`config.mk`:
```
export PLATFORM = sky130hd
export DESIGN_NAME = sw_bus_status
export DESIGN_NICKNAME = d
export VERILOG_FILES = /design/src/rtl/swb_pkg.sv /design/src/rtl/swb_fifo.sv /design/src/rtl/swb_flags.sv /design/src/rtl/sw_bus_status.sv
export SDC_FILE = /design/constraint.sdc
export NUM_CORES = 1
export LEC_CHECK = 0
export BUFFER_PORTS_ARGS = -buffer_cell sky130_fd_sc_hd__buf_4
export CAP_MARGIN = 10
export CELL_PAD_IN_SITES_DETAIL_PLACEMENT = 1
export CELL_PAD_IN_SITES_GLOBAL_PLACEMENT = 1
export CORE_AREA = 2 2 103 105
export DETAILED_ROUTE_END_ITERATION = 8
export DIE_AREA = 0 0 105 107
export PLACE_DENSITY_LB_ADDON = 0.3
export SLEW_MARGIN = 10
export SYNTH_ARGS = -nofsm -noshare
export SYNTH_HDL_FRONTEND = slang
export SYNTH_SLANG_ARGS = --single-unit
```
`constraint.sdc`:
```
create_clock -name clk -period 2.3 [get_ports clk]
set_clock_uncertainty 0.1 [all_clocks]
set_input_delay 0.115 -clock clk [delete_from_list [all_inputs] [get_ports clk]]
set_output_delay 0.115 -clock clk [all_outputs]
set_load 0.005 [all_outputs]
```
`src/rtl/swb_pkg.sv`:
```
package swb_pkg;

  localparam int STAT_W = 8;

  localparam logic [1:0] BUS_ACTIVE  = 2'b00;
  localparam logic [1:0] BUS_PASS_HI = 2'b01;
  localparam logic [1:0] BUS_PASS_LO = 2'b10;

  // Host keep-mask bit positions (0 clears the flag)
  localparam int KEEP_TV  = 3;
  localparam int KEEP_PV  = 2;
  localparam int KEEP_ERR = 1;
  localparam int KEEP_ARB = 0;

  typedef struct packed {
    logic dl;
    logic ne;
    logic nf;
    logic tv;
    logic pv;
    logic err;
    logic arb;
    logic rsv;
  } status_t;

  // Line-state change that counts as a protocol violation
  function automatic logic pv_event(input logic [1:0] prev_s, input logic [1:0] cur_s);
    logic enter_hi, leave_hi, enter_lo;
    enter_hi = (cur_s == BUS_PASS_HI) && (prev_s != BUS_PASS_HI);
    leave_hi = (prev_s == BUS_PASS_HI) && (cur_s != BUS_PASS_HI);
    enter_lo = (cur_s == BUS_PASS_LO) && (prev_s != BUS_PASS_LO);
    return enter_hi || leave_hi || enter_lo;
  endfunction

  // Sticky flag next value: set beats every clear
  function automatic logic flag_next(input logic cur, input logic set_ev, input logic clr_ev);
    return set_ev || (cur && !clr_ev);
  endfunction

endpackage

```
`src/rtl/swb_fifo.sv`:
```
module swb_fifo #(
  parameter int DEPTH = 4,
  parameter int WIDTH = 8
) (
  input  logic             clk,
  input  logic             rst_n,
  input  logic             push,
  input  logic             pop,
  input  logic             flush,
  input  logic [WIDTH-1:0] din,
  output logic [WIDTH-1:0] dout,
  output logic [$clog2(DEPTH+1)-1:0] count,
  output logic             full,
  output logic             empty
);
  localparam int AW = (DEPTH > 1) ? $clog2(DEPTH) : 1;
  localparam int CW = $clog2(DEPTH + 1);
  localparam logic [AW-1:0] LAST = AW'(DEPTH - 1);
  localparam logic [CW-1:0] FULL_CNT = CW'(DEPTH);

  logic [WIDTH-1:0] mem [DEPTH];
  logic [AW-1:0]    wr_ptr, rd_ptr;
  logic             push_ok, pop_ok;

  function automatic logic [AW-1:0] ptr_inc(input logic [AW-1:0] p);
    return (p == LAST) ? '0 : p + 1'b1;
  endfunction

  assign full    = (count == FULL_CNT);
  assign empty   = (count == '0);
  assign push_ok = push && !full && !flush;
  assign pop_ok  = pop && !empty && !flush;
  assign dout    = mem[rd_ptr];

  always_ff @(posedge clk or negedge rst_n) begin
    if (!rst_n) begin
      for (int i = 0; i < DEPTH; i++) mem[i] <= '0;
    end else if (push_ok) begin
      mem[wr_ptr] <= din;
    end
  end

  always_ff @(posedge clk or negedge rst_n) begin
    if (!rst_n) begin
      wr_ptr <= '0;
      rd_ptr <= '0;
      count  <= '0;
    end else if (flush) begin
      wr_ptr <= '0;
      rd_ptr <= '0;
      count  <= '0;
    end else begin
      if (push_ok) wr_ptr <= ptr_inc(wr_ptr);
      if (pop_ok)  rd_ptr <= ptr_inc(rd_ptr);
      case ({push_ok, pop_ok})
        2'b10:   count <= count + 1'b1;
        2'b01:   count <= count - 1'b1;
        default: count <= count;
      endcase
    end
  end

  // an offer into a full queue leaves the fill level and head entry unchanged
  a_r1_frozen: assert property (@(posedge clk) disable iff (!rst_n)
    (push && full && !pop && !flush) |=> (full && $stable(dout)));

  // a flush leaves the queue empty
  a_r8_flush_empty: assert property (@(posedge clk) disable iff (!rst_n)
    flush |=> empty);

endmodule

```
`src/rtl/swb_flags.sv`:
```
module swb_flags
  import swb_pkg::*;
(
  input  logic       clk,
  input  logic       rst_n,
  input  logic       rx_overrun,
  input  logic       rx_pop_ok,
  input  logic       rx_ne,
  input  logic       tx_nf,
  input  logic       sym_valid,
  input  logic       sym_is_t,
  input  logic [1:0] bus_state,
  input  logic       tx_active,
  input  logic       drv_dominant,
  input  logic       smp_recessive,
  input  logic       edge_err,
  input  logic       host_wr,
  input  logic [3:0] host_keep,
  output status_t    status,
  output logic       irq,
  output logic       coll_tx,
  output logic       arb_flag
);
  logic dl_q, tv_q, pv_q, err_q, arb_q;
  logic t_seen_q, nf_prev_q;
  logic [1:0] bus_prev_q;

  // Named internal events
  logic collision, tv_set, tv_hw_clr, pv_set, err_set, nf_pulse;
  logic clr_tv, clr_pv, clr_err, clr_arb;

  assign collision = drv_dominant && smp_recessive;
  assign coll_tx   = collision && tx_active;
  assign tv_set    = sym_valid && sym_is_t && t_seen_q;
  assign tv_hw_clr = sym_valid && !sym_is_t;
  assign pv_set    = pv_event(bus_prev_q, bus_state);
  assign err_set   = collision || edge_err;
  assign nf_pulse  = tx_nf && !nf_prev_q;

  assign clr_tv  = host_wr && !host_keep[KEEP_TV];
  assign clr_pv  = host_wr && !host_keep[KEEP_PV];
  assign clr_err = host_wr && !host_keep[KEEP_ERR];
  assign clr_arb = host_wr && !host_keep[KEEP_ARB];

  always_ff @(posedge clk or negedge rst_n) begin
    if (!rst_n) begin
      dl_q       <= 1'b0;
      tv_q       <= 1'b0;
      pv_q       <= 1'b0;
      err_q      <= 1'b0;
      arb_q      <= 1'b0;
      t_seen_q   <= 1'b0;
      nf_prev_q  <= 1'b1;
      bus_prev_q <= BUS_ACTIVE;
    end else begin
      dl_q       <= flag_next(dl_q,  rx_overrun, rx_pop_ok);
      tv_q       <= flag_next(tv_q,  tv_set,     tv_hw_clr || clr_tv);
      pv_q       <= flag_next(pv_q,  pv_set,     clr_pv);
      err_q      <= flag_next(err_q, err_set,    clr_err);
      arb_q      <= flag_next(arb_q, coll_tx,    clr_arb);
      nf_prev_q  <= tx_nf;
      bus_prev_q <= bus_state;
      if (sym_valid) t_seen_q <= sym_is_t;
    end
  end

  always_comb begin
    status     = '0;
    status.dl  = dl_q;
    status.ne  = rx_ne;
    status.nf  = tx_nf;
    status.tv  = tv_q;
    status.pv  = pv_q;
    status.err = err_q;
    status.arb = arb_q;
    status.rsv = 1'b0;
  end

  assign irq      = dl_q || rx_ne || nf_pulse || tv_q || pv_q;
  assign arb_flag = arb_q;

  // a successful read without a new overrun drops data-lost
  a_r2_dl_clears: assert property (@(posedge clk) disable iff (!rst_n)
    (rx_pop_ok && !rx_overrun) |=> !dl_q);

  // a non-T symbol drops telegram-valid
  a_r5_tv_hw_clear: assert property (@(posedge clk) disable iff (!rst_n)
    (sym_valid && !sym_is_t) |=> !tv_q);

  // protocol-violation is held until the host clears it
  a_r6_pv_sticky: assert property (@(posedge clk) disable iff (!rst_n)
    (pv_q && !clr_pv) |=> pv_q);

  // error is held until the host clears it
  a_r7_err_sticky: assert property (@(posedge clk) disable iff (!rst_n)
    (err_q && !clr_err) |=> err_q);

  // a collision while transmitting raises both flags
  a_r8_coll_flags: assert property (@(posedge clk) disable iff (!rst_n)
    coll_tx |=> (arb_q && err_q));

  // a hardware set beats a host clear in the same cycle
  a_r12_set_wins: assert property (@(posedge clk) disable iff (!rst_n)
    (tv_set && clr_tv) |=> tv_q);

endmodule

```
`src/rtl/sw_bus_status.sv`:
```
module sw_bus_status
  import swb_pkg::*;
#(
  parameter int DEPTH    = 4,
  parameter int DATA_W   = 8,
  parameter int NF_LEVEL = DEPTH - 1
) (
  input  logic              clk,
  input  logic              rst_n,
  input  logic              rx_byte_valid,
  input  logic [DATA_W-1:0] rx_byte,
  input  logic              rx_pop,
  output logic [DATA_W-1:0] rx_rdata,
  input  logic              tx_wr,
  input  logic [DATA_W-1:0] tx_wdata,
  input  logic              tx_pop,
  output logic [DATA_W-1:0] tx_rdata,
  output logic              tx_empty,
  output logic              tx_abort,
  input  logic              tx_active,
  input  logic              drv_dominant,
  input  logic              smp_recessive,
  input  logic              edge_err,
  input  logic              sym_valid,
  input  logic              sym_is_t,
  input  logic [1:0]        bus_state,
  input  logic              host_wr,
  input  logic [3:0]        host_keep,
  output logic [STAT_W-1:0] status,
  output logic              irq
);
  localparam int CW = $clog2(DEPTH + 1);
  localparam logic [CW-1:0] NF_LIM = CW'(NF_LEVEL);

  function automatic logic level_ok(input logic [CW-1:0] cnt);
    return cnt <= NF_LIM;
  endfunction

  logic [CW-1:0] rx_count, tx_count;
  logic rx_full, rx_empty, tx_full;
  logic rx_overrun, rx_pop_ok, tx_push, arb_flag, coll_tx;
  status_t st;

  assign rx_overrun = rx_byte_valid && rx_full;
  assign rx_pop_ok  = rx_pop && !rx_empty;
  assign tx_push    = tx_wr && !arb_flag;
  assign tx_abort   = coll_tx;

  swb_fifo #(.DEPTH(DEPTH), .WIDTH(DATA_W)) u_rx_fifo (
    .clk(clk), .rst_n(rst_n),
    .push(rx_byte_valid), .pop(rx_pop), .flush(1'b0),
    .din(rx_byte), .dout(rx_rdata),
    .count(rx_count), .full(rx_full), .empty(rx_empty)
  );

  swb_fifo #(.DEPTH(DEPTH), .WIDTH(DATA_W)) u_tx_fifo (
    .clk(clk), .rst_n(rst_n),
    .push(tx_push), .pop(tx_pop), .flush(coll_tx),
    .din(tx_wdata), .dout(tx_rdata),
    .count(tx_count), .full(tx_full), .empty(tx_empty)
  );

  swb_flags u_flags (
    .clk(clk), .rst_n(rst_n),
    .rx_overrun(rx_overrun), .rx_pop_ok(rx_pop_ok),
    .rx_ne(!rx_empty), .tx_nf(level_ok(tx_count)),
    .sym_valid(sym_valid), .sym_is_t(sym_is_t), .bus_state(bus_state),
    .tx_active(tx_active), .drv_dominant(drv_dominant), .smp_recessive(smp_recessive),
    .edge_err(edge_err), .host_wr(host_wr), .host_keep(host_keep),
    .status(st), .irq(irq), .coll_tx(coll_tx), .arb_flag(arb_flag)
  );

  assign status = st;

  // while arbitration is lost a host write does not raise the fill level
  a_r9_write_blocked: assert property (@(posedge clk) disable iff (!rst_n)
    (arb_flag && tx_wr && !tx_pop) |=> (tx_count == $past(tx_count)));

  // the receive fill level never exceeds the depth
  a_r1_rx_bound: assert property (@(posedge clk) disable iff (!rst_n)
    rx_count <= CW'(DEPTH));

  // the transmit fill level never exceeds the depth, even when full
  a_r4_tx_bound: assert property (@(posedge clk) disable iff (!rst_n)
    (tx_full && tx_push && !tx_pop) |=> tx_full);

endmodule

```
== Yosys cells after proc, flatten, opt, wreduce, memory -nomap -nowiden ==
Cells that the tools add are included.
Operators by class
  add/subtract/negate cells: 8
  multiply operators: 0
  div/mod/pow operators: 0
  $lt $le $gt $ge: 7
  eq/ne operators: 16
  shift-type cells: 0
  mux-type cells: 23
  bitwise operators: 4
  reductions and logical operators: 64
Operator list (number)
  32-bit bitwise mux: 2
  8-bit 2-to-1 mux: 6
  8-bit binary-select mux with 2-bit select: 2
  8-bit demux with 2-bit select: 2
  1-bit logical AND: 28
  1-bit logical NOT: 17
  2-bit 2-to-1 mux: 8
  2-bit == test, second input constant: 7
  1-bit logical OR: 13
  3-bit greater-or-equal comparator, second input constant: 4
  2-bit NOT with 3-bit output: 4
  3-bit one-hot mux with 2 select lines: 2
  2-bit by 1-bit adder with 2-bit output, second input constant: 4
  2-bit by 1-bit == test with 1-bit output, second input constant: 4
  3-bit by 1-bit adder with 3-bit output, second input constant: 2
  3-bit == test, second input constant: 2
  3-bit logical NOT: 2
  3-bit by 1-bit < comparator with 1-bit output, second input constant: 2
  2-bit nonzero test: 3
  3-bit by 1-bit subtractor with 3-bit output, second input constant: 2
  2-bit by 1-bit inequality test with 1-bit output, second input constant: 2
  3-bit by 2-bit less-or-equal comparator with 1-bit output, second input constant: 1
  3-bit 2-to-1 mux: 1
  3-bit nonzero test: 1
  2-bit inequality test, second input constant: 1
Storage, ports and cells
  register bits: 87
  latch bits: 0
  bits in writable memories: 0
  bits in read-only memories: 0
  input bits: 35
  output and inout port bits: 27
  logic and storage cells: 144
  memories: 0

== Longest topological paths before layout ==
Gate-level depths: netlist of the first run.
  word-level depth: 7
  depth in mapped cells: 9
  gate-level depth less buffers: 9

== Modules after synthesis ==
Synthesis of the first run repeated with hierarchy kept, for this count alone.
Second synthesis, totals
  cell total of the unflattened synthesis: 326
  area total of the unflattened synthesis: 4300.4 µm²
By module, submodules not included
  swb_fifo: instances 2, cells each 139, area each 1916.8 µm², seq. area each 975.9 µm²
  swb_flags: instances 1, cells each 42, area each 429.2 µm², seq. area each 226.5 µm²
  sw_bus_status: instances 1, cells each 6, area each 37.5 µm², seq. area each 0.0 µm²

== Worst setup path after synthesis of the first run ==
OpenSTA, ideal clock, no wires.
  kind: register to register
  start point: reg u_tx_fifo.count[2]
  end point: reg u_tx_fifo.count[2]
  setup time: 0.081 ns
  data arrival time: 2.078 ns
  data required time: 2.119 ns
  slack: 0.042 ns
  stages on the path, launching flop included: 8
  buffers on the path: 0
  period minus slack after synthesis: 2.258 ns
  cell sequence: dfrtp_1 > o31ai_1 > nor2_1 > ha_1 > fa_1 > xnor2_1 > or3_1 > a21oi_1
Between the ends
  word-level cells in the longest chain between the ends: 7
  elaborated cells on any way between the ends: 15
  those cells by class: add/sub (2); eq/ne (3); mux (2); reduce/logical (8)
Ends and longest elaborated chain
  from (decl): RTL line swb_fifo.sv:12  | output logic [$clog2(DEPTH+1)-1:0] count,
  from (signal assigned): RTL line swb_fifo.sv:56  | 2'b10: count <= count + 1'b1;
  from (signal assigned): RTL line swb_fifo.sv:57  | 2'b01: count <= count - 1'b1;
  from (signal assigned): RTL line swb_fifo.sv:58  | default: count <= count;
  3-bit == test / 3-bit logical NOT (equally long branches): RTL line swb_fifo.sv:29, swb_fifo.sv:30
  1-bit logical NOT, on equally long branches: RTL line swb_fifo.sv:31, swb_fifo.sv:32
  1-bit logical AND, on equally long branches (2 in series): RTL line swb_fifo.sv:31, swb_fifo.sv:32
  2-bit by 1-bit == test with 1-bit output / 2-bit == test (equally long branches): RTL line swb_fifo.sv:55  | case ({push_ok, pop_ok})
  3-bit one-hot mux with 2 select lines: RTL line swb_fifo.sv:55
  3-bit 2-to-1 mux: RTL line swb_fifo.sv:48  | end else if (flush) begin
Parallel ways exist; a longest one is shown, timed or not.
A chain may end at the register's enable or synchronous reset.

== Worst setup path after layout of the first run ==
  start point: reg u_tx_fifo.count[1]
  end point: reg u_tx_fifo.count[2]
Same word-level chain as after synthesis.

==> out/qor.yml, run 1 <==
power_and_ir_drop:
  p_per_area_mw_per_mm2: 1280
  ir_drop_v: 0.000598
  power_mw: 6.79
  combPwrFrac: 0.421
  p_clk_frac: 0.166
  p_int_mw: 4.68
  p_leak_nw: 2.37
  p_switching_mw: 2.11
  pwr-share-seq: 0.413
  switching_share: 0.310
synthesis:
  synth-async-reset-ratio: 1.00
  yosysSeqAreaShare: 0.525
  avgSynthCellArea_um2: 14.5
  synthCells: 285
  synthFlopType: "dfrtp_1"
  synth_edf_count: 0
  syn-cell-area_mm2: 0.00415
  yosys_warnings: 0
  syn_nets: 334
  ys_ff_latch: 87
  synth.distinct_cells: 40
floorplanning:
  die_y_um: 107
  core.rowCount: 37
  pin_count: 62
  die_x_um: 105
  core_mm2: 0.0101
  initial_core_util: 0.411
  design.die.area_mm2: 0.0112
layout:
  fin_cells: 524
  layout_commonest_cell: "dfrtp_1"
  final_nets: 432
  diodes: 0
  final_util: 0.525
  area_growth_pct: 27.9
  drive_gt1_frac: 0.492
  final_cell_mix: "dfrtp_1, buf_4, mux2_2, dlygate4sd3_1, mux4_2"
  stdcell_area_mm2: 0.00530
critical_path:
  r2r-start: "u_tx_fifo.count[1]$_DFFE_PN0P_"
  worstSetupEndpointType: "flip-flop"
  reg2regPathDepth: 7
  max_stage_delay_ns: 0.45
  path_cells: "o31ai_2 > nor2_1 > ha_1 > fa_1 > xnor2_1 > or3_1 > a21oi_1"
  slowest_stage: "dfrtp_2"
  cp-endpoint: "u_tx_fifo.count[2]$_DFFE_PN0P_"
  worstSetupStartpoint: "u_tx_fifo.count[1]$_DFFE_PN0P_"
  reg2reg_to: "u_tx_fifo.count[2]$_DFFE_PN0P_"
  required_ns: 2.48
  r2r_slack_ns: 0.07
  critPathLaunchType: "flip-flop"
  crit_type: "flip-flop to flip-flop"
  path_max_fanout: 6
  cp.arrival_ns: 2.41
sta:
  finalSetupViolCount: 0
  final_max_slew_viol_count: 0
  min_period_ns: 2.23
  tns_ns: 0
  finalCritPeriodShare: 0.971
  fmax_mhz: 448
  worst_pin_slew_ns: 0.612
  relSlewSlack: 0.592
  finalHoldViolCount: 0
detailed_routing:
  routedWlPerCell_um: 16.7
  drtIter0Drc: 41
  vias: 2655
  routed_wl_um: 8760
  antenna_left: 0
  firstDrtPassIters: 4
  viasPerCell: 5.07
  remaining_drc_errors: 0
global_route:
  grt_pass1_vias: 2989
  grt_max_degree: 43
  antenna_found_initial: 0
  grtUsageTotal: 0.169
  grt_overflow_total: 0
  grt_pass1_wl_um: 15000
placement:
  hpwlAfterDp_um: 5960
  numPortBuffers: 60
  place_congestion: 0.753
  dpl_cell_area_mm2: 0.00474
  placed_cells: 474
clock_tree:
  cts-buffers-inserted: 9
  cts_tree: "built"
  cts.clk_slew.worst_paths_ns: 0.09
  htree_levels: 3
  clkLatencyLatePin_ns: 0.35
  clock_path_buffers: 2
  cts_sinks: 87
  cts_root_buffer: "clkbuf_8"
status:
  outcome: "complete, no violations"
run:
  max-cap-violations: 0
hold_path:
  hp-class: "input port to flip-flop"
==> state kept, by name (all words and copies together) (netlist names), 2 cells and up <==
name                flops
u_tx_fifo.wr_ptr        2
u_tx_fifo.count         3
u_flags.bus_prev_q      2
u_rx_fifo.count         3
u_tx_fifo.rd_ptr        2
u_rx_fifo.wr_ptr        2
u_rx_fifo.mem          32
u_rx_fifo.rd_ptr        2
u_tx_fifo.mem          32
==> Yosys cell counts (all sizes together) (2+ instances only) <==
cell type / count / area [um^2]
dfrtp: 86 / 2150
mux2: 69 / 807
mux4: 16 / 360
buf: 14 / 101
ha: 12 / 150
inv: 11 / 41.3
nand2: 9 / 33.8
nor2: 8 / 30.0
o21ai: 8 / 40.0
a21oi: 6 / 30.0
nand3: 6 / 45.0
nand4: 4 / 50.1
clkbuf: 3 / 11.3
mux2i: 3 / 30.0
or3: 3 / 18.8
xor2: 3 / 26.3
fa: 2 / 40.0
nand2b: 2 / 12.5
nor2b: 2 / 12.5
or3b: 2 / 17.5
xnor2: 2 / 17.5
==> final cells by class <==
type / count / area [um^2]
Tap cell: 136 / 170
Clock buffer: 11 / 151
Timing Repair Buffer: 104 / 866
Clock inverter: 5 / 63.8
Multi-Input combinational cell: 169 / 1830
Inverter: 12 / 45.0
Sequential cell: 87 / 2180
Fill cell: 1050 / 4790
==> layer usage <==
metal,track usage,up-vias,wire length [um],share of wire
met5,0,-,0,0
met4,0.0457,0,117,0.013
li1,-,1212,-,-
met3,0.0450,14,284,0.032
met2,0.297,43,4700,0.54
met1,0.207,1386,3670,0.42
==> power groups by stage <==
stage | Clock, mW | Combinational [mW] | Sequential, mW
3_3_place_gp | 0 | 2.64 | 2.80
2_1_floorplan | 0 | 2.00 | 2.57
5_1_grt | 1.25 | 3.13 | 2.93
6_report | 1.13 | 2.86 | 2.81
4_1_cts | 1.18 | 2.84 | 2.81
3_5_place_dp | 0 | 2.74 | 2.86
==> per-stage QoR <==
stage	worst slack [ns]	hold slack, ns
final	0.0677	0.0586
after floorplan	0.0417	-0.281
after CTS	0.00314	0.0449
after global routing	-0.0295	0.0783
after detailed placement	0.0178	0.0476
after global placement	0.139	0.0474
==> how the worst min path moves through the flow <==
stage / startpoint / slack [ns] / cells after the start / to
after CTS: tx_wr / 0.04 / 4 / u_tx_fifo.wr_ptr[0]$_DFFE_PN0P_
after global placement: rst_n / 0.05 / 1 / u_flags.bus_prev_q[1]$_DFF_PN0_
after detailed placement: rst_n / 0.05 / 1 / u_flags.bus_prev_q[1]$_DFF_PN0_
after floorplan: rst_n / -0.28 / 0 / u_flags.arb_flag$_DFF_PN0_
after global routing: rx_byte_valid / 0.08 / 3 / u_rx_fifo.wr_ptr[0]$_DFFE_PN0P_
final: tx_wr / 0.06 / 4 / u_tx_fifo.wr_ptr[0]$_DFFE_PN0P_
==> kinds of logic after synthesis <==
group           synth area share
simple gates              0.0640
fa+ha+maj                 0.0459
compound gates            0.0266
xor+xnor                  0.0106
mux                        0.289
flops                      0.525
buf+inv                   0.0380
other cells             0.000904
==> critical path, delay by kind of cell (launching register included) <==
family                   cells  cell delay [ns]
adder cells (fa/ha/maj)      2             0.64
AO/OA/AOI/OAI                2             0.43
AND/OR/NAND/NOR              2             0.41
flip-flops                   1             0.45
XOR/XNOR                     1             0.15
==> timing repair <==
item / in CTS / in global routing
resized for setup: 0 / 6
endpoints found under the hold margin: 112 / 0
endpoints found under the setup margin: 1 / 2
cloned: 0 / 0
pin swaps: 0 / 1
setup buffers: 2 / 3
hold buffers: 29 / 0
No activity file was read; power rests on OpenSTA's default activity.
==> run 2, diff against run 1 <==
Settings changed: CELL_PAD_IN_SITES_DETAIL_PLACEMENT 1 to 2, CELL_PAD_IN_SITES_GLOBAL_PLACEMENT 1 to 2, CORE_AREA 2 2 103 105 to 2 2 111 113, CTS_CLUSTER_SIZE set to 16, DIE_AREA 0 0 105 107 to 0 0 113 115.
==> run 2 against run 1 <==
Compared with the run above: the flow now finishes with violations (DRC); clock power is 18% higher; via count shrank 0.11%; maximum frequency rose by 1.7%; die area grew 16%; critical endpoint is now u_rx_fifo.count[2]$_DFFE_PN0P_; largest power group is now sequential cells; highest routed layer unchanged.
==> out/qor.yml, run 2 (synthesis results as in run 1) <==
clock_tree:
  htree_levels: 3
  cts_tree: "built"
  clock_path_buffers: 2
  cts_root_buffer: "clkbuf_16"
  cts_sinks: 87
  clkLatencyLatePin_ns: 0.34
  cts-buffers-inserted: 9
  cts.clk_slew.worst_paths_ns: 0.06
sta:
  worst_pin_slew_ns: 0.802
  relSlewSlack: 0.465
  worst_slack_ns: 0.106
  min_period_ns: 2.19
  finalHoldViolCount: 0
  rsz0062_at_grt: "false"
  finalSetupViolCount: 0
  finalCritPeriodShare: 0.954
  worst_hold_slack_ns: 0.0865
  fmax_mhz: 456
  tns_ns: 0
  final_max_slew_viol_count: 0
critical_path:
  required_ns: 2.42
  cp_num_cells: 10
  critPathLaunchType: "flip-flop"
  path_max_fanout: 3
  reg2regPathDepth: 10
  critPathBufInv: 3
  crit_type: "flip-flop to flip-flop"
  path_cells: "buf_4 > or3_1 > nand2_2 > inv_1 > ha_4 > inv_1 > fa_1 > xor2_1 > nor2_1 > xor2_1"
  slowest_stage: "or3_1"
  max_stage_delay_ns: 0.42
  worstSetupEndpointType: "flip-flop"
  cp.arrival_ns: 2.31
  cpLargestDelayFamily: "simple AND/OR/NAND/NOR gates"
layout:
  fin_cells: 529
  reg_top3: "u_rx_fifo.mem (32), u_tx_fifo.mem (32)"
  diodes: 0
  final_nets: 428
  area_growth_pct: 29.3
  drive_gt1_frac: 0.484
  final_cell_mix: "dfrtp_1, buf_4, mux2_2, dlygate4sd3_1, mux4_2"
  layout_commonest_cell: "dfrtp_1"
global_route:
  grt_pass1_wl_um: 16100
  antenna_found_initial: 0
  grtUsageTotal: 0.165
  grt_pass1_vias: 3044
  grt_max_degree: 59
  grt_overflow_total: 0
detailed_routing:
  remaining_drc_errors: 3
  antenna_left: 0
  drtIter0Drc: 38
  viasPerCell: 5.01
  routedWlPerCell_um: 18.6
  vias: 2652
  routed_wl_um: 9860
  firstDrtPassIters: 5
placement:
  hpwlAfterDp_um: 6400
  placement.setup.worst_slack_ns: 0.0140
  place_congestion: 0.687
  placed_cells: 484
  numPortBuffers: 60
floorplanning:
  die_x_um: 113
  core_mm2: 0.0118
  pin_count: 62
  die_y_um: 115
  core.rowCount: 40
  design.die.area_mm2: 0.0130
  initial_core_util: 0.351
hold_path:
  hp-class: "input port to flip-flop"
  min_path_cells: 4
status:
  violations: "DRC"
  outcome: "complete, but fails checks"
power_and_ir_drop:
  p_per_area_mw_per_mm2: 1310
  ir_drop_v: 0.000508
  p_leak_nw: 2.38
run:
  max-cap-violations: 0
-- run 2: worst reg2reg max path: stages (launching register included) --
cell	delay, ns
dfrtp_1	0.40
buf_4	0.15
or3_1	0.42
nand2_2	0.14
inv_1	0.08
ha_4	0.16
inv_1	0.06
fa_1	0.18
xor2_1	0.15
nor2_1	0.08
xor2_1	0.16
-- run 2: layer usage --
metal	GRT usage	routed length [um]
met3	0.0385	310
met1	0.189	3970
met2	0.297	5340
met5	0	0
met4	0.0683	246
-- run 2: path summary, 6_finish.rpt --
check / from / end / slack [ns]
max: u_rx_fifo.count[1]$_DFFE_PN0P_ / u_rx_fifo.count[2]$_DFFE_PN0P_ / 0.11
min: host_wr / u_flags.arb_flag$_DFF_PN0_ / 0.09
max reg2reg: u_rx_fifo.count[1]$_DFFE_PN0P_ / u_rx_fifo.count[2]$_DFFE_PN0P_ / 0.11
min reg2reg: u_rx_fifo.mem[8]$_DFFE_PN0P_ / u_rx_fifo.mem[8]$_DFFE_PN0P_ / 0.40
max in group asynchronous: rst_n / u_tx_fifo.mem[8]$_DFFE_PN0P_ / 1.15
min in group asynchronous: rst_n / u_rx_fifo.rd_ptr[1]$_DFFE_PN0P_ / 0.32
-- run 2: power breakdown --
part | switching [mW] | leakage, nW | internal [mW]
logic | 1.01 | 1.21 | 1.84
clock network | 0.581 | 0.127 | 0.749
registers | 0.593 | 1.04 | 2.26
-- run 2: area by class of cell --
class                           instances  area (um^2)
Multi-Input combinational cell        169         1850
Inverter                               12         45.0
Timing Repair Buffer                  100          836
Fill cell                            1143         6450
Clock inverter                          3         21.3
Sequential cell                        87         2180
Clock buffer                           11          243
Tap cell                              147          184
-- run 2: repair_timing --
item                                    4_1_cts  5_1_grt
endpoints found under the setup margin        1        2
setup buffers                                 0        2
resized for setup                             1        9
endpoints found under the hold margin       128        0
hold buffers                                 29        0
pin swaps                                     0        2
-- run 2: metrics by stage --
| step | util | cell area [um^2] | total power, mW |
|---|---|---|---|
| final | 0.454 | 5360 | 7.05 |
| after CTS | 0.449 | 5310 | 7.11 |
| after global placement | 0.402 | 4750 | 5.47 |
| after detailed placement | 0.402 | 4750 | 5.67 |
| after global routing | 0.454 | 5360 | 7.56 |
| after floorplan | - | 4150 | 4.57 |
